===== config.mk =====
export PLATFORM = sky130hd
export DESIGN_NAME = nullacc_err_logger
export DESIGN_NICKNAME = d
export VERILOG_FILES = /design/src/rtl/errlog_pkg.sv /design/src/rtl/errlog_capture.sv /design/src/rtl/errlog_irq_ctrl.sv /design/src/rtl/errlog_regfile.sv /design/src/rtl/nullacc_err_logger.sv
export SDC_FILE = /design/constraint.sdc
export NUM_CORES = 1
export LEC_CHECK = 0
export BUFFER_PORTS_ARGS = -buffer_cell sky130_fd_sc_hd__buf_4
export CORE_MARGIN = 5
export CORE_UTILIZATION = 40
export CTS_BUF_LIST = sky130_fd_sc_hd__clkbuf_16
export CTS_CLUSTER_DIAMETER = 30
export DETAILED_ROUTE_END_ITERATION = 8
export PLACE_DENSITY = 0.71
export SLEW_MARGIN = 0
export SYNTH_ARGS = -nofsm -noshare
export SYNTH_HDL_FRONTEND = slang
export SYNTH_SLANG_ARGS = --single-unit

===== constraint.sdc =====
create_clock -name clk -period 2.4 [get_ports clk]
set_input_delay 0.48 -clock clk [delete_from_list [all_inputs] [get_ports clk]]
set_output_delay 0.48 -clock clk [all_outputs]
set_load 0.02 [all_outputs]

===== src/rtl/errlog_pkg.sv =====
package errlog_pkg;

  localparam int REG_DW    = 32;
  localparam int ADDR_W    = 48;
  localparam int ADDR_LO_W = 32;
  localparam int ADDR_HI_W = ADDR_W - ADDR_LO_W;
  localparam int ROUTE_W   = 12;
  localparam int PRIV_ID_W = 8;
  localparam int BCNT_W    = 10;
  localparam int DEST_W    = 8;
  localparam int EOI_W     = 16;
  localparam int OFS_W     = 8;

  localparam logic [7:0] ERR_TYPE_NULL   = 8'd7;
  localparam logic [7:0] ERR_CODE_DECODE = 8'd0;
  localparam logic [7:0] ERR_GROUP       = 8'd0;

  localparam logic [OFS_W-1:0] OFS_REV     = 8'h00;
  localparam logic [OFS_W-1:0] OFS_DEST    = 8'h04;
  localparam logic [OFS_W-1:0] OFS_HDR0    = 8'h24;
  localparam logic [OFS_W-1:0] OFS_HDR1    = 8'h28;
  localparam logic [OFS_W-1:0] OFS_DAT0    = 8'h2C;
  localparam logic [OFS_W-1:0] OFS_DAT1    = 8'h30;
  localparam logic [OFS_W-1:0] OFS_DAT2    = 8'h34;
  localparam logic [OFS_W-1:0] OFS_DAT3    = 8'h38;
  localparam logic [OFS_W-1:0] OFS_RAW     = 8'h50;
  localparam logic [OFS_W-1:0] OFS_ENSTAT  = 8'h54;
  localparam logic [OFS_W-1:0] OFS_EN_SET  = 8'h58;
  localparam logic [OFS_W-1:0] OFS_EN_CLR  = 8'h5C;
  localparam logic [OFS_W-1:0] OFS_EOI     = 8'h60;

  typedef struct packed {
    logic [ADDR_W-1:0]    addr;
    logic [ROUTE_W-1:0]   route;
    logic                 wr;
    logic                 rd;
    logic                 dbg;
    logic                 cache;
    logic                 priv;
    logic                 sec;
    logic [PRIV_ID_W-1:0] priv_id;
    logic [BCNT_W-1:0]    bcnt;
  } txn_attr_t;

  typedef struct packed {
    logic dest;
    logic raw_set;
    logic stat_clr;
    logic en_set;
    logic en_clr;
    logic eoi;
  } wr_strobe_t;

  function automatic logic [REG_DW-1:0] rev_word();
    logic [REG_DW-1:0] w;
    w        = '0;
    w[31:30] = 2'd1;
    w[29:28] = 2'd2;
    w[27:16] = 12'h600;
    w[15:11] = 5'd6;
    w[10:8]  = 3'd1;
    w[7:6]   = 2'd0;
    w[5:0]   = 6'd2;
    return w;
  endfunction

  function automatic logic [REG_DW-1:0] hdr0_word(input logic [7:0] typ,
                                                  input logic [DEST_W-1:0] dest);
    logic [REG_DW-1:0] w;
    w        = '0;
    w[31:24] = typ;
    w[7:0]   = dest;
    return w;
  endfunction

  function automatic logic [REG_DW-1:0] hdr1_word();
    logic [REG_DW-1:0] w;
    w        = '0;
    w[31:24] = ERR_GROUP;
    w[23:16] = ERR_CODE_DECODE;
    return w;
  endfunction

  function automatic logic [REG_DW-1:0] dat0_word(input txn_attr_t a);
    return a.addr[ADDR_LO_W-1:0];
  endfunction

  function automatic logic [REG_DW-1:0] dat1_word(input txn_attr_t a);
    logic [REG_DW-1:0] w;
    w                = '0;
    w[ADDR_HI_W-1:0] = a.addr[ADDR_W-1:ADDR_LO_W];
    return w;
  endfunction

  function automatic logic [REG_DW-1:0] dat2_word(input txn_attr_t a);
    logic [REG_DW-1:0] w;
    w        = '0;
    w[27:16] = a.route;
    w[13]    = a.wr;
    w[12]    = a.rd;
    w[11]    = a.dbg;
    w[10]    = a.cache;
    w[9]     = a.priv;
    w[8]     = a.sec;
    w[7:0]   = a.priv_id;
    return w;
  endfunction

  function automatic logic [REG_DW-1:0] dat3_word(input txn_attr_t a);
    logic [REG_DW-1:0] w;
    w             = '0;
    w[BCNT_W-1:0] = a.bcnt;
    return w;
  endfunction

endpackage


===== src/rtl/errlog_capture.sv =====
module errlog_capture
  import errlog_pkg::*;
(
  input  logic              clk,
  input  logic              rst_n,
  input  logic              err_vld,
  input  txn_attr_t         err_attr,
  input  logic              frozen,
  input  logic [DEST_W-1:0] dest_id,
  output logic              capture,
  output txn_attr_t         log_attr,
  output logic [7:0]        log_type,
  output logic [DEST_W-1:0] log_dest
);

  assign capture = err_vld & ~frozen;

  always_ff @(posedge clk or negedge rst_n) begin
    if (!rst_n) begin
      log_attr <= '0;
      log_type <= '0;
      log_dest <= '0;
    end else if (capture) begin
      log_attr <= err_attr;
      log_type <= ERR_TYPE_NULL;
      log_dest <= dest_id;
    end
  end


  capture_sets_type_chk: assert property (@(posedge clk) disable iff (!rst_n)
    capture |=> (log_type == ERR_TYPE_NULL));

endmodule


===== src/rtl/errlog_irq_ctrl.sv =====
module errlog_irq_ctrl
  import errlog_pkg::*;
(
  input  logic       clk,
  input  logic       rst_n,
  input  logic       capture,
  input  wr_strobe_t wstb,
  input  logic       wbit0,
  output logic       raw_q,
  output logic       en_q,
  output logic       irq
);

  logic raw_set_ev;
  logic raw_clr_ev;
  logic en_set_ev;
  logic en_clr_ev;

  assign raw_set_ev = capture | (wstb.raw_set & wbit0);
  assign raw_clr_ev = wstb.eoi | (wstb.stat_clr & wbit0);
  assign en_set_ev  = wstb.en_set & wbit0;
  assign en_clr_ev  = wstb.en_clr & wbit0;

  always_ff @(posedge clk or negedge rst_n) begin
    if (!rst_n) begin
      raw_q <= 1'b0;
    end else if (raw_set_ev) begin
      raw_q <= 1'b1;
    end else if (raw_clr_ev) begin
      raw_q <= 1'b0;
    end
  end

  always_ff @(posedge clk or negedge rst_n) begin
    if (!rst_n) begin
      en_q <= 1'b0;
    end else if (en_set_ev) begin
      en_q <= 1'b1;
    end else if (en_clr_ev) begin
      en_q <= 1'b0;
    end
  end

  assign irq = raw_q & en_q;


  capture_raises_raw_chk: assert property (@(posedge clk) disable iff (!rst_n)
    capture |=> raw_q);


  enable_set_chk: assert property (@(posedge clk) disable iff (!rst_n)
    (wstb.en_set && wbit0) |=> en_q);


  enable_clr_chk: assert property (@(posedge clk) disable iff (!rst_n)
    (wstb.en_clr && wbit0 && !wstb.en_set) |=> !en_q);


  eoi_clears_raw_chk: assert property (@(posedge clk) disable iff (!rst_n)
    (wstb.eoi && !capture) |=> !raw_q);

endmodule


===== src/rtl/errlog_regfile.sv =====
module errlog_regfile
  import errlog_pkg::*;
(
  input  logic              clk,
  input  logic              rst_n,
  input  logic              reg_wr,
  input  logic [OFS_W-1:0]  reg_addr,
  input  logic [REG_DW-1:0] reg_wdata,
  input  logic              raw_q,
  input  logic              en_q,
  input  txn_attr_t         log_attr,
  input  logic [7:0]        log_type,
  input  logic [DEST_W-1:0] log_dest,
  output logic [REG_DW-1:0] reg_rdata,
  output wr_strobe_t        wstb,
  output logic              wbit0,
  output logic [DEST_W-1:0] dest_q
);

  logic [EOI_W-1:0] eoi_q;
  logic [REG_DW-1:0] wdata_unused;

  assign wdata_unused = reg_wdata;
  assign wbit0        = reg_wdata[0];

  always_comb begin
    wstb          = '0;
    wstb.dest     = reg_wr && (reg_addr == OFS_DEST);
    wstb.raw_set  = reg_wr && (reg_addr == OFS_RAW);
    wstb.stat_clr = reg_wr && (reg_addr == OFS_ENSTAT);
    wstb.en_set   = reg_wr && (reg_addr == OFS_EN_SET);
    wstb.en_clr   = reg_wr && (reg_addr == OFS_EN_CLR);
    wstb.eoi      = reg_wr && (reg_addr == OFS_EOI);
  end

  always_ff @(posedge clk or negedge rst_n) begin
    if (!rst_n) begin
      dest_q <= '0;
    end else if (wstb.dest) begin
      dest_q <= reg_wdata[DEST_W-1:0];
    end
  end

  always_ff @(posedge clk or negedge rst_n) begin
    if (!rst_n) begin
      eoi_q <= '0;
    end else if (wstb.eoi) begin
      eoi_q <= reg_wdata[EOI_W-1:0];
    end
  end

  always_comb begin
    reg_rdata = '0;
    case (reg_addr)
      OFS_REV:    reg_rdata = rev_word();
      OFS_DEST:   reg_rdata[DEST_W-1:0] = dest_q;
      OFS_HDR0:   reg_rdata = hdr0_word(log_type, log_dest);
      OFS_HDR1:   reg_rdata = hdr1_word();
      OFS_DAT0:   reg_rdata = dat0_word(log_attr);
      OFS_DAT1:   reg_rdata = dat1_word(log_attr);
      OFS_DAT2:   reg_rdata = dat2_word(log_attr);
      OFS_DAT3:   reg_rdata = dat3_word(log_attr);
      OFS_RAW:    reg_rdata[0] = raw_q;
      OFS_ENSTAT: reg_rdata[0] = raw_q & en_q;
      OFS_EN_SET: reg_rdata[0] = en_q;
      OFS_EN_CLR: reg_rdata[0] = en_q;
      OFS_EOI:    reg_rdata[EOI_W-1:0] = eoi_q;
      default:    reg_rdata = '0;
    endcase
  end


  dest_write_chk: assert property (@(posedge clk) disable iff (!rst_n)
    wstb.dest |=> (dest_q == $past(reg_wdata[DEST_W-1:0])));


  rev_fixed_chk: assert property (@(posedge clk) disable iff (!rst_n)
    (reg_addr == OFS_REV) |-> (reg_rdata == 32'h6600_3102));

endmodule


===== src/rtl/nullacc_err_logger.sv =====
module nullacc_err_logger
  import errlog_pkg::*;
(
  input  logic              clk,
  input  logic              rst_n,
  input  logic              err_vld,
  input  logic [47:0]       err_addr,
  input  logic [11:0]       err_route,
  input  logic              err_wr,
  input  logic              err_rd,
  input  logic              err_dbg,
  input  logic              err_cache,
  input  logic              err_priv,
  input  logic              err_sec,
  input  logic [7:0]        err_priv_id,
  input  logic [9:0]        err_bytes,
  input  logic              reg_wr,
  input  logic [7:0]        reg_addr,
  input  logic [31:0]       reg_wdata,
  output logic [31:0]       reg_rdata,
  output logic              irq
);

  txn_attr_t         in_attr;
  txn_attr_t         log_attr;
  logic [7:0]        log_type;
  logic [DEST_W-1:0] log_dest;
  logic [DEST_W-1:0] dest_q;
  logic              capture;
  logic              raw_q;
  logic              en_q;
  wr_strobe_t        wstb;
  logic              wbit0;

  always_comb begin
    in_attr         = '0;
    in_attr.addr    = err_addr;
    in_attr.route   = err_route;
    in_attr.wr      = err_wr;
    in_attr.rd      = err_rd;
    in_attr.dbg     = err_dbg;
    in_attr.cache   = err_cache;
    in_attr.priv    = err_priv;
    in_attr.sec     = err_sec;
    in_attr.priv_id = err_priv_id;
    in_attr.bcnt    = err_bytes;
  end

  errlog_capture u_capture (
    .clk      (clk),
    .rst_n    (rst_n),
    .err_vld  (err_vld),
    .err_attr (in_attr),
    .frozen   (raw_q),
    .dest_id  (dest_q),
    .capture  (capture),
    .log_attr (log_attr),
    .log_type (log_type),
    .log_dest (log_dest)
  );

  errlog_irq_ctrl u_irq (
    .clk     (clk),
    .rst_n   (rst_n),
    .capture (capture),
    .wstb    (wstb),
    .wbit0   (wbit0),
    .raw_q   (raw_q),
    .en_q    (en_q),
    .irq     (irq)
  );

  errlog_regfile u_regs (
    .clk       (clk),
    .rst_n     (rst_n),
    .reg_wr    (reg_wr),
    .reg_addr  (reg_addr),
    .reg_wdata (reg_wdata),
    .raw_q     (raw_q),
    .en_q      (en_q),
    .log_attr  (log_attr),
    .log_type  (log_type),
    .log_dest  (log_dest),
    .reg_rdata (reg_rdata),
    .wstb      (wstb),
    .wbit0     (wbit0),
    .dest_q    (dest_q)
  );


  frozen_log_stable_chk: assert property (@(posedge clk) disable iff (!rst_n)
    raw_q |=> ($stable(log_attr) && $stable(log_dest)));

endmodule


==> results.yml <==
clock_tree:
  cts_tree: "yes"
  clkSinkCount: 119
  cts_max_path_buffers: 2
  root_buffer: "clkbuf_16"
  cts_buffers: 17
  cts_max_level: 4
  ctsHoldBuffers: 0
  clock_latency_ns: 0.41
  clk_pin_slew_ns: 0.06
yosys:
  ys_warn_count: 0
  synth_edf_count: 0
  ys_seq_area_frac: 0.544
  synth-main-ff-cell: "dfrtp_1"
  syn_nets: 536
  syn_area_per_cell_um2: 13.4
  yosysTopAreaCellShare: 0.544
  synth-seq-cells: 119
  netlist-cell-type-count: 47
  netlist_top_cells_area: "dfrtp_1, mux2_2, mux2i_1"
  syn-cell-area_um2: 5480
  postSynth.asyncResetShare: 1.00
  yosysTopAreaCell: "dfrtp_1"
  synth_cells: 408
  yosysMostFrequentCell: "mux2_2"
  synth_common_cells: "mux2_2, dfrtp_1, nor2_1"
power_and_ir_drop:
  switching_share: 0.261
  p_per_area_nw_per_um2: 922
  seqPwrFrac: 0.452
  p_leak_nw: 3.58
  ir_worst_vdd_mv: 0.669
  p_int_mw: 5.20
  power.switching_mw: 1.84
  comb_power_share: 0.187
  power.share.clock: 0.361
sta:
  whs_ns: 0.0617
  finalHoldViolCount: 0
  fmax_mhz: 430
  finalSetupViolations: 0
  worst_pin_slew_ns: 0.605
  rsz0062_at_grt: "true"
  slew_headroom: 0.597
  slew_viol_final: 0
  min_period_over_period: 0.968
  worst_clock_skew_ns: 0.00560
  fin_crit_ns: 2.32
route:
  via_per_inst: 5.27
  drt-pass1-iter-count: 4
  drc_errors: 0
  drtAntennaViolNets: 0
  wl_per_cell_um: 18.9
  drt_iter0_markers: 213
  via_count: 4064
  wirelength_um: 14500
placed_design:
  hpwl_um: 10800
  place.port_buffers: 144
  dp.cells: 738
  dpl_cell_area_um2: 7000
  routabilityCongestion: 0.841
setup_path:
  cp.arrival_ns: 1.84
  crit_fanout: 11
  crit_start: "reg_addr[4]"
  critPathSlowestCell: "a221o_1"
  cp_cell_sequence: "buf_4 > and4bb_1 > buf_4 > a221oi_1 > nor2_1 > a221o_1 > buf_4"
  crit_required_ns: 1.92
  timing.critical_path.mode_cell: "buf_4"
  crit_type: "primary input to output port"
  start_kind: "primary input"
  rr_startpoint: "u_irq.raw_q"
  slowest_delay_ns: 0.27
  endpoint_kind: "output port"
status:
  status: "complete, no violations"
hold_path:
  hold_path.class: "primary input to asynchronous set/reset pin"
die:
  initial_utilization: 0.410
  die_w_um: 127
  rows: 42
  coreArea_um2: 13300
  dieArea_um2: 16100
  die_h_um: 127
  io_pins: 161
cells_and_area:
  layout-drive-gt1-share: 0.592
  design_area_um2: 7640
  finalNetCount: 710
  antenna_cells: 0
  syn_to_final_growth_pct: 39.4
  fill_cells: 1143
  stdcell_count: 771
global_route:
  grt_pass1_wl_um: 23300
  grt_max_degree: 77
  grt_usage: 0.187
  grt_pass1_vias: 4448
  antenna_found_initial: 0
  grt_overflow: 0
flow_run:
  maxCapViolCount: 0
## state kept, by name, summed over array words and instances (netlist names)
signal and count:
u_capture.log_type 1, u_irq.raw_q 1, u_irq.en_q 1, u_capture.log_dest 8
u_regs.eoi_q 16, u_capture.log_attr 84, u_regs.dest_q 8
## timing repair
action | 4_1_cts | 5_1_grt
endpoints found under the setup margin | 6 | 26
buffers inserted | 0 | 1
pin swaps | 0 | 3
endpoints found under the hold margin | 0 | 0
resized for setup | 1 | 7
## metal layers
| metal | up-vias | track usage | share of wire |
|---|---|---|---|
| met3 | 13 | 0.0943 | 0.097 |
| li1 | 1878 | - | - |
| met1 | 2041 | 0.230 | 0.40 |
| met2 | 132 | 0.295 | 0.49 |
| met5 | - | 0 | 0 |
| met4 | 0 | 0.0492 | 0.0096 |
## cells by family after synthesis
family	count (synthesis)	synth area share
AND/OR/NAND/NOR	68	0.0738
buffers and inverters	27	0.0244
AO/OA/AOI/OAI	62	0.0895
flip-flops	119	0.544
multiplexers	132	0.269
## layout make-up
type / instances / area (µm²) / share of cell area
Timing Repair Buffer: 181 / 1410 / 0.185
Clock inverter: 15 / 170 / 0.0223
Inverter: 1 / 3.75 / 0.000491
Clock buffer: 17 / 425 / 0.0557
Tap cell: 176 / 220 / 0.0288
Multi-Input combinational cell: 262 / 2430 / 0.318
Sequential cell: 119 / 2980 / 0.390
## power by group through the flow
| stage | logic (mW) | clock network, mW | registers [mW] |
|---|---|---|---|
| final | 1.32 | 2.54 | 3.18 |
| after global routing | 1.46 | 2.69 | 3.28 |
| after CTS | 1.34 | 2.60 | 3.19 |
| after detailed placement | 1.33 | 0 | 3.22 |
| after global placement | 1.27 | 0 | 3.17 |
| after floorplan | 0.958 | 0 | 3.07 |
## layout by cell type, fill, tap and decap left out, types with 2 or more instances in the layout
cell / instances
buf_12: 4
a21o_1: 2
and3_1: 2
clkinvlp_4: 2
buf_4: 176
dfrtp_1: 119
mux2_2: 121
nand2_1: 11
nand3b_1: 4
o21ai_0: 4
o2bb2ai_1: 2
nor2b_1: 2
inv_6: 4
a221oi_1: 2
o22ai_1: 3
or2_2: 5
a2111o_1: 2
nor2_1: 13
a22oi_1: 12
a221o_1: 9
a21oi_1: 6
nor3_1: 2
bufinv_16: 2
clkinv_4: 5
a22o_1: 10
a211o_1: 3
nand3_1: 4
and2_1: 6
a32oi_1: 2
mux2i_1: 11
o211ai_1: 3
clkbuf_16: 17
## worst max-delay path, delay by kind of cell
kind	cells	cell delay [ns]
and+or+nand+nor	2	0.37
buffers and inverters	3	0.48
AOI/OAI and AO/OA	2	0.52
## worst paths after layout
check	slack, ns	end	cells past startpoint
max	0.08	reg_rdata[13]	7
min	0.06	u_capture.log_attr[53]	1
max reg2reg	0.89	u_capture.log_attr[82]	3
min reg2reg	0.50	u_capture.log_attr[64]	1
max in group asynchronous	1.63	u_capture.log_attr[82]	2
min in group clk	0.29	u_capture.log_attr[64]	2
## per-stage QoR
step                setup TNS, ns  setup slack, ns   util  power, mW
floorplan                       0           0.0999      -       4.03
global placement                0           0.0205  0.524       4.44
detailed placement              0           0.0121  0.524       4.56
CTS                             0          0.00172  0.570       7.13
global route              -0.0672          -0.0242  0.572       7.43
finish                          0           0.0757  0.572       7.04
Power figures use the tool's default switching activity.
